## src/rtl/msgfifo_pkg.sv

```systemverilog
package msgfifo_pkg;

  localparam logic [1:0] VLD_ON  = 2'b10;
  localparam logic [1:0] VLD_OFF = 2'b01;

  typedef enum logic [1:0] {
    SEL_CTRL = 2'd0,
    SEL_DATA = 2'd1,
    SEL_CFG  = 2'd2,
    SEL_NONE = 2'd3
  } reg_sel_e;

  // control register image, bit 5 down to bit 0
  typedef struct packed {
    logic       rmt_pend;
    logic       tx_req;
    logic       lost;
    logic       new_dat;
    logic [1:0] vld;
  } obj_ctrl_t;

  function automatic logic is_valid(input logic [1:0] v);
    return v == VLD_ON;
  endfunction

  // mask of pointer bits in use for a FIFO of 2**lg elements, clamped to pw
  function automatic logic [7:0] slot_mask(input logic [2:0] lg, input int unsigned pw);
    logic [2:0] l;
    l = (32'(lg) > pw) ? 3'(pw) : lg;
    return 8'((9'd1 << l) - 9'd1);
  endfunction

  function automatic logic [7:0] next_slot(input logic [7:0] p, input logic [7:0] m);
    return (p + 8'd1) & m;
  endfunction

endpackage

```

## src/rtl/mf_obj_slot.sv

```systemverilog
module mf_obj_slot
  import msgfifo_pkg::*;
#(
  parameter int DATA_W = 16
) (
  input  logic              clk,
  input  logic              rst_n,
  input  logic              cpu_ctrl_we,
  input  logic              cpu_data_we,
  input  logic [DATA_W-1:0] cpu_wdata,
  input  logic              hw_rx_we,
  input  logic [DATA_W-1:0] hw_rx_data,
  input  logic              hw_tx_clr,
  input  logic              hw_rmt_set,
  output obj_ctrl_t         ctrl_o,
  output logic [DATA_W-1:0] data_o
);

  obj_ctrl_t         ctrl_q, ctrl_d;
  logic [DATA_W-1:0] data_q, data_d;

  // CPU write first, engine updates layered on top so they win
  always_comb begin
    ctrl_d = ctrl_q;
    data_d = data_q;
    if (cpu_ctrl_we) ctrl_d = obj_ctrl_t'(cpu_wdata[5:0]);
    if (cpu_data_we) data_d = cpu_wdata;
    if (hw_rx_we) begin
      data_d         = hw_rx_data;
      ctrl_d.new_dat = 1'b1;
      ctrl_d.lost    = ctrl_d.lost | ctrl_q.new_dat;
    end
    if (hw_tx_clr) begin
      ctrl_d.tx_req   = 1'b0;
      ctrl_d.rmt_pend = 1'b0;
    end
    if (hw_rmt_set) begin
      ctrl_d.tx_req   = 1'b1;
      ctrl_d.rmt_pend = 1'b1;
    end
  end

  always_ff @(posedge clk or negedge rst_n) begin
    if (!rst_n) begin
      ctrl_q <= '{rmt_pend: 1'b0, tx_req: 1'b0, lost: 1'b0, new_dat: 1'b0, vld: VLD_OFF};
      data_q <= '0;
    end else begin
      ctrl_q <= ctrl_d;
      data_q <= data_d;
    end
  end

  assign ctrl_o = ctrl_q;
  assign data_o = data_q;

  assert_rx_sets_newdat_R2: assert property (@(posedge clk) disable iff (!rst_n)
    hw_rx_we |=> (ctrl_q.new_dat && data_q == $past(hw_rx_data)));

  assert_overrun_lost_R7: assert property (@(posedge clk) disable iff (!rst_n)
    (hw_rx_we && ctrl_q.new_dat) |=> ctrl_q.lost);

  assert_lost_source_R7: assert property (@(posedge clk) disable iff (!rst_n)
    $rose(ctrl_q.lost) |-> $past(cpu_ctrl_we || (hw_rx_we && ctrl_q.new_dat)));

  assert_hw_wins_R11: assert property (@(posedge clk) disable iff (!rst_n)
    (hw_rx_we && (cpu_ctrl_we || cpu_data_we)) |=> (ctrl_q.new_dat && data_q == $past(hw_rx_data)));

  assert_tx_clear_R8: assert property (@(posedge clk) disable iff (!rst_n)
    (hw_tx_clr && !hw_rmt_set) |=> (!ctrl_q.tx_req && !ctrl_q.rmt_pend));

  assert_remote_set_R9: assert property (@(posedge clk) disable iff (!rst_n)
    hw_rmt_set |=> (ctrl_q.tx_req && ctrl_q.rmt_pend));

endmodule

```

## src/rtl/mf_ptr_ctrl.sv

```systemverilog
module mf_ptr_ctrl
  import msgfifo_pkg::*;
#(
  parameter int NUM_OBJ = 8,
  localparam int PTR_W  = $clog2(NUM_OBJ)
) (
  input  logic               clk,
  input  logic               rst_n,
  input  logic               mode_tx,
  input  logic [2:0]         size_lg,
  input  logic [NUM_OBJ-1:0] obj_ok,
  input  logic [NUM_OBJ-1:0] obj_txrq,
  input  logic               rx_valid,
  input  logic               tx_done,
  input  logic               cpu_busy,
  output logic [PTR_W-1:0]   ptr_o,
  output logic [PTR_W-1:0]   mask_o,
  output logic               rx_we,
  output logic               rx_skip,
  output logic               tx_pend,
  output logic               tx_fire
);

  logic [PTR_W-1:0] ptr_q, ptr_eff, ptr_nxt, mask;
  logic             addr_ok, base_ok, advance;

  assign mask    = PTR_W'(slot_mask(size_lg, PTR_W));
  assign ptr_eff = ptr_q & mask;
  assign ptr_nxt = PTR_W'(next_slot(8'(ptr_eff), 8'(mask)));

  // only the addressed element gates the FIFO
  assign addr_ok = obj_ok[ptr_eff];
  assign base_ok = obj_ok[0];

  assign rx_we   = !mode_tx && rx_valid && addr_ok;
  assign rx_skip = !mode_tx && rx_valid && !addr_ok && (ptr_eff != '0) && base_ok;
  assign tx_pend = mode_tx && addr_ok && obj_txrq[ptr_eff];
  assign tx_fire = tx_pend && tx_done;
  assign advance = rx_we || rx_skip || tx_fire;

  always_ff @(posedge clk or negedge rst_n) begin
    if (!rst_n) ptr_q <= '0;
    else if (advance) ptr_q <= ptr_nxt;
  end

  assign ptr_o  = ptr_eff;
  assign mask_o = mask;

  assert_one_event_R2: assert property (@(posedge clk) disable iff (!rst_n)
    $onehot0({rx_we, rx_skip, tx_fire}));

  assert_ptr_step_R3: assert property (@(posedge clk) disable iff (!rst_n)
    (advance && $stable(size_lg)) |=> ptr_o == PTR_W'((PTR_W'($past(ptr_o)) + PTR_W'(1)) & mask));

  assert_disabled_hold_R4: assert property (@(posedge clk) disable iff (!rst_n)
    (rx_valid && !mode_tx && !obj_ok[ptr_o] && (ptr_o == '0 || !obj_ok[0])) |=> $stable(ptr_q));

  assert_skip_advances_R5: assert property (@(posedge clk) disable iff (!rst_n)
    (rx_valid && !mode_tx && obj_ok[0] && !obj_ok[ptr_o] && ptr_o != '0) |=> ptr_q != $past(ptr_q));

  assert_cpu_no_move_R10: assert property (@(posedge clk) disable iff (!rst_n)
    (cpu_busy && !rx_valid && !tx_done) |=> $stable(ptr_q));

  assert_tx_needs_valid_R12: assert property (@(posedge clk) disable iff (!rst_n)
    tx_pend |-> (mode_tx && obj_ok[ptr_o]));

endmodule

```

## src/rtl/mf_reg_port.sv

```systemverilog
module mf_reg_port
  import msgfifo_pkg::*;
#(
  parameter int NUM_OBJ  = 8,
  parameter int DATA_W   = 16,
  localparam int PTR_W   = $clog2(NUM_OBJ),
  localparam int ADDR_W  = PTR_W + 2
) (
  input  logic               clk,
  input  logic               rst_n,
  input  logic               cpu_en,
  input  logic               cpu_we,
  input  logic [ADDR_W-1:0]  cpu_addr,
  input  logic [3:0]         cfg_wdata,
  input  obj_ctrl_t          ctrl_rd [NUM_OBJ],
  input  logic [DATA_W-1:0]  data_rd [NUM_OBJ],
  input  logic [PTR_W-1:0]   ptr_i,
  output logic [DATA_W-1:0]  cpu_rdata,
  output logic [NUM_OBJ-1:0] ctrl_we,
  output logic [NUM_OBJ-1:0] data_we,
  output logic               cfg_tx,
  output logic [2:0]         cfg_lg
);

  reg_sel_e         sel;
  logic [PTR_W-1:0] idx;
  logic             wr;

  assign sel = reg_sel_e'(cpu_addr[1:0]);
  assign idx = cpu_addr[ADDR_W-1:2];
  assign wr  = cpu_en && cpu_we;

  for (genvar i = 0; i < NUM_OBJ; i++) begin : g_dec
    assign ctrl_we[i] = wr && (sel == SEL_CTRL) && (idx == PTR_W'(i));
    assign data_we[i] = wr && (sel == SEL_DATA) && (idx == PTR_W'(i));
  end

  always_ff @(posedge clk or negedge rst_n) begin
    if (!rst_n) begin
      cfg_tx <= 1'b0;
      cfg_lg <= 3'(PTR_W);
    end else if (wr && sel == SEL_CFG) begin
      cfg_tx <= cfg_wdata[0];
      cfg_lg <= cfg_wdata[3:1];
    end
  end

  always_comb begin
    unique case (sel)
      SEL_CTRL: cpu_rdata = DATA_W'(ctrl_rd[idx]);
      SEL_DATA: cpu_rdata = data_rd[idx];
      SEL_CFG:  cpu_rdata = DATA_W'({8'(ptr_i), 4'b0000, cfg_lg, cfg_tx});
      default:  cpu_rdata = '0;
    endcase
  end

  assert_single_strobe_R10: assert property (@(posedge clk) disable iff (!rst_n)
    $countones({ctrl_we, data_we}) <= 1);

endmodule

```

## src/rtl/msgfifo_ctrl.sv

```systemverilog
module msgfifo_ctrl
  import msgfifo_pkg::*;
#(
  parameter int NUM_OBJ = 8,
  parameter int DATA_W  = 16,
  localparam int PTR_W  = $clog2(NUM_OBJ),
  localparam int ADDR_W = PTR_W + 2
) (
  input  logic              clk,
  input  logic              rst_n,
  input  logic              cpu_en,
  input  logic              cpu_we,
  input  logic [ADDR_W-1:0] cpu_addr,
  input  logic [DATA_W-1:0] cpu_wdata,
  output logic [DATA_W-1:0] cpu_rdata,
  input  logic              rx_valid,
  input  logic [DATA_W-1:0] rx_data,
  input  logic              tx_done,
  output logic              tx_pending,
  output logic [PTR_W-1:0]  tx_idx,
  output logic [DATA_W-1:0] tx_data,
  input  logic              rmt_hit,
  input  logic [PTR_W-1:0]  rmt_idx,
  output logic [PTR_W-1:0]  fifo_ptr
);

  obj_ctrl_t          ctrl_arr [NUM_OBJ];
  logic [DATA_W-1:0]  data_arr [NUM_OBJ];
  logic [NUM_OBJ-1:0] obj_ok, obj_txrq, ctrl_we, data_we;
  logic [PTR_W-1:0]   ptr, mask;
  logic               cfg_tx, rx_we, rx_skip, tx_fire;
  logic [2:0]         cfg_lg;

  mf_reg_port #(.NUM_OBJ(NUM_OBJ), .DATA_W(DATA_W)) u_port (
    .clk       (clk),
    .rst_n     (rst_n),
    .cpu_en    (cpu_en),
    .cpu_we    (cpu_we),
    .cpu_addr  (cpu_addr),
    .cfg_wdata (cpu_wdata[3:0]),
    .ctrl_rd   (ctrl_arr),
    .data_rd   (data_arr),
    .ptr_i     (ptr),
    .cpu_rdata (cpu_rdata),
    .ctrl_we   (ctrl_we),
    .data_we   (data_we),
    .cfg_tx    (cfg_tx),
    .cfg_lg    (cfg_lg)
  );

  mf_ptr_ctrl #(.NUM_OBJ(NUM_OBJ)) u_ptr (
    .clk      (clk),
    .rst_n    (rst_n),
    .mode_tx  (cfg_tx),
    .size_lg  (cfg_lg),
    .obj_ok   (obj_ok),
    .obj_txrq (obj_txrq),
    .rx_valid (rx_valid),
    .tx_done  (tx_done),
    .cpu_busy (cpu_en),
    .ptr_o    (ptr),
    .mask_o   (mask),
    .rx_we    (rx_we),
    .rx_skip  (rx_skip),
    .tx_pend  (tx_pending),
    .tx_fire  (tx_fire)
  );

  for (genvar i = 0; i < NUM_OBJ; i++) begin : g_obj
    logic sel_here, rmt_here;
    assign sel_here    = (ptr == PTR_W'(i));
    assign rmt_here    = cfg_tx && rmt_hit && (rmt_idx == PTR_W'(i)) && (rmt_idx <= mask);
    assign obj_ok[i]   = is_valid(ctrl_arr[i].vld);
    assign obj_txrq[i] = ctrl_arr[i].tx_req;

    mf_obj_slot #(.DATA_W(DATA_W)) u_slot (
      .clk         (clk),
      .rst_n       (rst_n),
      .cpu_ctrl_we (ctrl_we[i]),
      .cpu_data_we (data_we[i]),
      .cpu_wdata   (cpu_wdata),
      .hw_rx_we    (rx_we && sel_here),
      .hw_rx_data  (rx_data),
      .hw_tx_clr   (tx_fire && sel_here),
      .hw_rmt_set  (rmt_here),
      .ctrl_o      (ctrl_arr[i]),
      .data_o      (data_arr[i])
    );
  end

  assign tx_idx   = ptr;
  assign tx_data  = data_arr[ptr];
  assign fifo_ptr = ptr;

  assert_ptr_in_fifo_R3: assert property (@(posedge clk) disable iff (!rst_n)
    (fifo_ptr & ~mask) == '0);

  assert_skip_no_write_R5: assert property (@(posedge clk) disable iff (!rst_n)
    rx_skip |=> data_arr[$past(ptr)] == $past(data_arr[ptr]));

endmodule

```

## config.mk

```make
export PLATFORM = sky130hd
export DESIGN_NAME = msgfifo_ctrl
export DESIGN_NICKNAME = d
export VERILOG_FILES = /design/src/rtl/msgfifo_pkg.sv /design/src/rtl/mf_obj_slot.sv /design/src/rtl/mf_ptr_ctrl.sv /design/src/rtl/mf_reg_port.sv /design/src/rtl/msgfifo_ctrl.sv
export SDC_FILE = /design/constraint.sdc
export NUM_CORES = 1
export LEC_CHECK = 0
export ABC_AREA = 1
export BUFFER_PORTS_ARGS = -buffer_cell sky130_fd_sc_hd__buf_2
export CAP_MARGIN = 20
export CORE_MARGIN = 2
export CORE_UTILIZATION = 45
export CTS_CLUSTER_DIAMETER = 60
export DETAILED_ROUTE_END_ITERATION = 6
export PLACE_DENSITY_LB_ADDON = 0.3
export SYNTH_ARGS = -nofsm -noshare
export SYNTH_HDL_FRONTEND = slang
export SYNTH_SLANG_ARGS = --single-unit
```

## constraint.sdc

```tcl
create_clock -name clk -period 3 [get_ports clk]
set_input_delay 0.15 -clock clk [delete_from_list [all_inputs] [get_ports clk]]
set_output_delay 0.15 -clock clk [all_outputs]
set_load 0.01 [all_outputs]
```

Yosys cells after proc, flatten, opt, wreduce, memory -nomap -nowiden
Index checks and enable logic that the tools add are counted.
{ "totals": {"input_bits": 47, "word_cells": 259, "ff_bits": 183, "out_inout_bits": 39} }
{ "classes": {"bitwise": 12, "muxes": 63, "n_addsub": 2, "n_reduce_logical": 94, "eq_ne": 31, "n_lt_le_gt_ge": 5, "n_shift": 1} }
{ "ops": {"columns": ["operator", "count"], "rows": [
  ["$mux W16", 20],
  ["$bmux W16 S3", 2],
  ["$logic_and A1 B1 Y1", 61],
  ["$mux W6", 10],
  ["$mux W2", 24],
  ["$pmux W16 S3", 1],
  ["$eq A3 B3 Y1 const B", 12],
  ["$reduce_bool A2 Y1", 16],
  ["$reduce_bool A3 Y1", 9],
  ["$bmux W6 S3", 1],
  ["$eq A2 B2 Y1 const B", 9],
  ["$eq A3 B2 Y1 const B", 6],
  ["$eq A3 B1 Y1 const B", 3],
  ["$logic_not A3 Y1", 3],
  ["$ge A4 B4 Y1 const B", 2],
  ["$not A3 Y4", 2],
  ["$or A1 B1 Y1", 8],
  ["$and A3 B3 Y3", 2],
  ["$bmux W1 S3", 2],
  ["$lt A3 B4 Y1 const B", 1],
  ["$add A3 B1 Y3 const B", 1],
  ["$gt A3 B2 Y1 const B", 1],
  ["$le A3 B3 Y1", 1],
  ["$mux W3", 1],
  ["other kinds (7)", 10]
]} }

Longest topological paths before layout
{ "logic_depth": {"depth_word": 13, "depth_mapped": 15, "ltp_nobuf": 14} }

By module
Synthesis repeated with hierarchy kept, for this count alone.
{ "hier_totals": {"hier_cells": 1922, "hier_area_um2": 12474.5} }
{ "modules_own_cells": {"columns": ["module", "area_per_inst_um2", "n_inst", "seq_area_each_um2", "cells_each"], "rows": [
  ["mf_obj_slot", 1017.2, 8, 551.8, 118],
  ["mf_reg_port", 1991.9, 1, 102.6, 435],
  ["msgfifo_ctrl", 1775.5, 1, 0.0, 442],
  ["mf_ptr_ctrl", 569.3, 1, 75.1, 101]
]} }

Worst setup path after synthesis
No wires, ideal clock.
{ "synth_path": {"kind": "flip-flop to flip-flop", "start": "reg u_port.cfg_lg[1]", "end": "reg g_obj[6].u_slot.data_q[10]", "period_less_slack_ps": 2899, "setup_ps": 130, "t_required_ps": 2870, "n_path_buf": 4, "t_arrival_ps": 2769, "setup_slack_ps": 101, "stages_incl_launch_ff": 15, "cell_sequence": "dfstp_2 nor2_4 nand2_4 ha_1 nor2_1 buf_2 buf_1 ha_1 inv_1 nor2_1 nand3_2 buf_6 buf_6 nand3_2 o211ai_1"} }
{ "synth_via": {"elab_chain_len": 10, "elab_cells_between_ends": 12, "classes_between": "add/sub: 1; order compare: 1; eq/ne: 1; shift: 1; mux: 4; bitwise: 1; reduce/logical: 3"} }
{ "synth_rtl": {"columns": ["element", "line", "text"], "rows": [
  ["start: declaration", "mf_reg_port.sv:22", "output logic [2:0] cfg_lg"],
  ["start signal: assignment", "mf_reg_port.sv:41", "cfg_lg <= 3'(PTR_W);"],
  ["start signal: assignment", "mf_reg_port.sv:44", "cfg_lg <= cfg_wdata[3:1];"],
  ["$gt A3 B2 Y1", "msgfifo_pkg.sv:29", "l = (32'(lg) > pw) ? 3'(pw) : lg;"],
  ["$mux W3 (*)", "msgfifo_pkg.sv:29", null],
  ["$shl A1 B3 Y3 (*)", "msgfifo_pkg.sv:30", "return 8'((9'd1 << l) - 9'd1);"],
  ["$sub A3 B1 Y3 (*)", "msgfifo_pkg.sv:30", null],
  ["$and A3 B3 Y3 (*)", "mf_ptr_ctrl.sv:28", "assign ptr_eff = ptr_q & mask;"],
  ["net fifo_ptr[1]", "msgfifo_ctrl.sv:24", "output logic [PTR_W-1:0] fifo_ptr"],
  ["$bmux W1 S3", "mf_ptr_ctrl.sv:32", "assign addr_ok = obj_ok[ptr_eff];"],
  ["$mux W1 (not written as such)", "mf_ptr_ctrl.sv:32", null],
  ["$logic_and A1 B1 Y1", "mf_ptr_ctrl.sv:35", "assign rx_we = !mode_tx && rx_valid && addr_ok;"],
  ["$logic_and A1 B1 Y1 (*)", "msgfifo_ctrl.sv:82", ".hw_rx_we (rx_we && sel_here),"],
  ["$mux W16 or $reduce_bool A2 Y1 (tied branches)", null, null],
  ["end signal: assignment", "mf_obj_slot.sv:49", "data_q <= data_d;"],
  ["end: declaration", "mf_obj_slot.sv:20", "logic [DATA_W-1:0] data_q, data_d;"]
]} }
The timed path passes the listed nets; every way through them passes the cells marked *. The select of a mux whose other input is x is not followed.
A chain may end at the register's enable or synchronous reset.

Worst setup path after layout
{ "layout_path": {"start": "reg u_port.cfg_lg[1]", "end": "out tx_data[3]"} }
{ "layout_via": {"elab_chain_len": 9} }
{ "layout_rtl": {"columns": ["element", "line", "text"], "rows": [
  ["$gt A3 B2 Y1", "msgfifo_pkg.sv:29", null],
  ["$mux W3 (*)", "msgfifo_pkg.sv:29", null],
  ["$shl A1 B3 Y3 (*)", "msgfifo_pkg.sv:30", null],
  ["$sub A3 B1 Y3 (*)", "msgfifo_pkg.sv:30", null],
  ["$and A3 B3 Y3 (*)", "mf_ptr_ctrl.sv:28", null],
  ["$not A3 Y4 (not written as such) (*)", "msgfifo_ctrl.sv:92", "assign tx_data = data_arr[ptr];"],
  ["$bmux W16 S3 (*)", "msgfifo_ctrl.sv:92", null],
  ["$mux W16 (not written as such) (*) (2 in a row)", "msgfifo_ctrl.sv:92", null],
  ["end: declaration", "msgfifo_ctrl.sv:21", "output logic [DATA_W-1:0] tx_data,"]
]} }
Mark *: on every way between the ends. The rest lies on a longest branch, timed or not. The select of a mux whose other input is x is not followed.

==> results.yml <==
pwr:
  p_int_mw: 5.98
  finalPower_mw: 10.3
  p_comb_frac: 0.411
  ir_drop_mv: 0.371
  p_switching_mw: 4.36
  power_density_nw_per_um2: 763
  swShare: 0.421
  clkPwrFrac: 0.228
  p_seq_frac: 0.361
  p_leak_nw: 6.19
worst_hold_path:
  hp-class: "primary input to flop"
sta:
  clock_skew_ps: 26.0
  period_minus_slack_ps: 2880
  fin_crit_sh: 0.960
  tns_ps: 0
  drv_slew: 0
  rsz0062_at_grt: "false"
  holdWs_ps: 39.8
  fmax_ghz: 0.347
  max_slew_margin: 0.408
  final.setup.worst_slack_ps: 119
  tightest_slew_ps: 887
  report.final.setup_viol: 0
  hold_viol_final: 0
route:
  first_pass_iters: 7
  drt_iter0_markers: 1717
  ant_nets: 0
  wl_per_cell_um: 24.4
  vias: 12400
  drc: 4
  finalWirelength_mm: 47.5
  viasPerCell: 6.38
critical_path:
  critPathCapture: "tx_data[3]"
  crit_arrival_ps: 2730
  r2r_start: "u_port.cfg_lg[1]$_DFFE_PN1P_"
  r2r_end: "g_obj[7].u_slot.data_o[2]$_DFFE_PN0P_"
  cp.required_ps: 2850
  start_kind: "flop"
  cp-startpoint: "u_port.cfg_lg[1]$_DFFE_PN1P_"
  crit_type: "flop to output pin"
  worstRegToRegCells: 13
  crit_path_end_kind: "output pin"
  cp_max_fo: 16
  reg2reg_setup_slack_ps: 210
logic_synthesis:
  synthAdderAreaFrac: 0.0102
  synth_edf_count: 0
  ys_seq_area_frac: 0.373
  synth.top_cell.area_share: 0.351
  synthesis.nets: 1614
  synthMuxAreaShare: 0.000914
  synth_compound_area_frac: 0.204
  synth_area_sq_um: 12300
  synth_xor_area_frac: 0
  async_flop_share: 1.00
  synth.most_common_cell: "nand2_1"
  synth.area.top_cells: "dfrtp_1, nand2_1, nand3_1"
  synth_common_cells: "nand2_1, nand3_1, dfrtp_1, inv_1, o21ai_0"
  synth_flop_cell: "dfrtp_1"
  synth-simple-area-share: 0.294
  synth_cells: 1557
  synth-warning-count: 0
  avgSynthCellArea_sq_um: 7.91
  yosysTopAreaCell: "dfrtp_1"
  synth.ff_latch_count: 183
  synth_top_family_by_area: "simple AND/OR/NAND/NOR gates"
  synth.distinct_cells: 49
global_routing:
  first_global_vias: 11800
  grt_use_total: 0.333
  antenna_found_initial: 0
  grt_max_degree: 93
  overflow: 0
  grt_pass1_wl_mm: 71.9
cts:
  cts_buffer_depth: 2
  clk-insertion-delay-late_ps: 460
  h-tree-depth: 4
  cts_tree: "done"
  cts_sinks: 183
  cts_made_buffers: 17
  clkSlewWorstSetupHoldPaths_ps: 90
  clockRootBuffer: "clkbuf_16"
die:
  die_h_um: 169
  die_width_um: 169
  core_area_sq_um: 27000
  rows: 60
  die-area_sq_um: 28700
  io_pins: 86
  initial_utilization: 0.457
finish:
  fill_cells: 2560
  stdcell_area_sq_um: 13500
  drive_above_1_share: 0.228
  stdcell_count: 1946
  finish.utilization: 0.503
  layout.nets: 1649
  synthToLayoutAreaGrowth_pct: 9.95
  antenna_cells: 0
placed_design:
  place_hpwl_mm: 30.9
  dp.cells: 1912
  gp_congestion: 0.955
  io_buffers: 85
  placed_area_sq_um: 12900
  post-place-ws_ps: 192
run:
  maxCapViolCount: 0
outcome:
  violations: "design-rule violations"
  status: "finished with violations"
power groups by stage:
| stage | Clock (mW) | Sequential (mW) | Combinational, mW |
|---|---|---|---|
| final | 2.36 | 3.73 | 4.25 |
| after floorplan | 0 | 3.61 | 2.94 |
| after global routing | 2.46 | 3.82 | 4.60 |
| after detailed placement | 0 | 3.75 | 4.07 |
| after CTS | 2.36 | 3.71 | 4.12 |
| after global placement | 0 | 3.74 | 4.00 |
registers in the layout, summed over array words and instances, names as in the netlist:
register             cells
u_port.cfg_lg            3
g_obj.u_slot.ctrl_o     48
g_obj.u_slot.data_o    128
u_port.cfg_tx            1
u_ptr.ptr_q              3
placed cells by master (no fill, tap or decap), drive strengths merged, types with 19 or more instances in the layout:
cell type / netlist / final
inv: 160 / 168
o21ai: 103 / 103
nor2: 84 / 84
buf: 84 / 139
nand3: 249 / 249
o22ai: 31 / 31
o211ai: 97 / 97
a21oi: 52 / 52
nand2: 356 / 356
dfrtp: 173 / 173
clkbuf: 41 / 19
worst max-delay path, cell delays in order (launching register included):
cell     delay (ps)
dfstp_2         590
nor2_4           70
nand2_1         100
ha_4            230
nor2_4          110
buf_4           190
buf_6           230
o21ai_0         130
o22ai_1         120
nor2_1           80
a31oi_1         240
buf_2           180
area by class of cell:
type / instances / area [sq um] / area share
multi-input cells: 1087 / 6310 / 0.466
flip-flops and latches: 183 / 4590 / 0.339
repair buffers: 141 / 960 / 0.0708
inverters: 162 / 643 / 0.0475
clock buffers: 18 / 439 / 0.0324
well taps: 341 / 427 / 0.0315
clock inverters: 14 / 173 / 0.0127
how the worst min path moves through the flow:
stage	startpoint	to	depth (start not counted)
after floorplan	rst_n	g_obj[0].u_slot.ctrl_o[1]$_DFFE_PN0P_	0
after global placement	rst_n	g_obj[2].u_slot.ctrl_o[3]$_DFF_PN0_	1
after detailed placement	rst_n	g_obj[2].u_slot.ctrl_o[5]$_DFFE_PN0P_	1
after CTS	rx_data[5]	g_obj[5].u_slot.data_o[5]$_DFFE_PN0P_	3
after global routing	rx_data[6]	g_obj[4].u_slot.data_o[6]$_DFFE_PN0P_	3
final	rx_data[5]	g_obj[5].u_slot.data_o[5]$_DFFE_PN0P_	3
per-layer routing:
layer	GRT usage	part of all wire
met2	0.506	0.44
met1	0.445	0.39
met5	0	0
met4	0.167	0.047
met3	0.0812	0.12
logic make-up after synthesis:
family,Yosys count
flops,183
compound gates,365
buf+inv,287
mux,1
simple gates,711
fa+ha+maj,10
what timing repair did:
action                                 in CTS  in global routing
hold buffers                                1                  0
setup buffers                               1                  0
resized for setup                           3                  8
setup endpoints to repair                   9                  7
pin swaps                                   1                  0
endpoints found under the hold margin     177                  0
No activity file was read; power rests on OpenSTA's default activity.
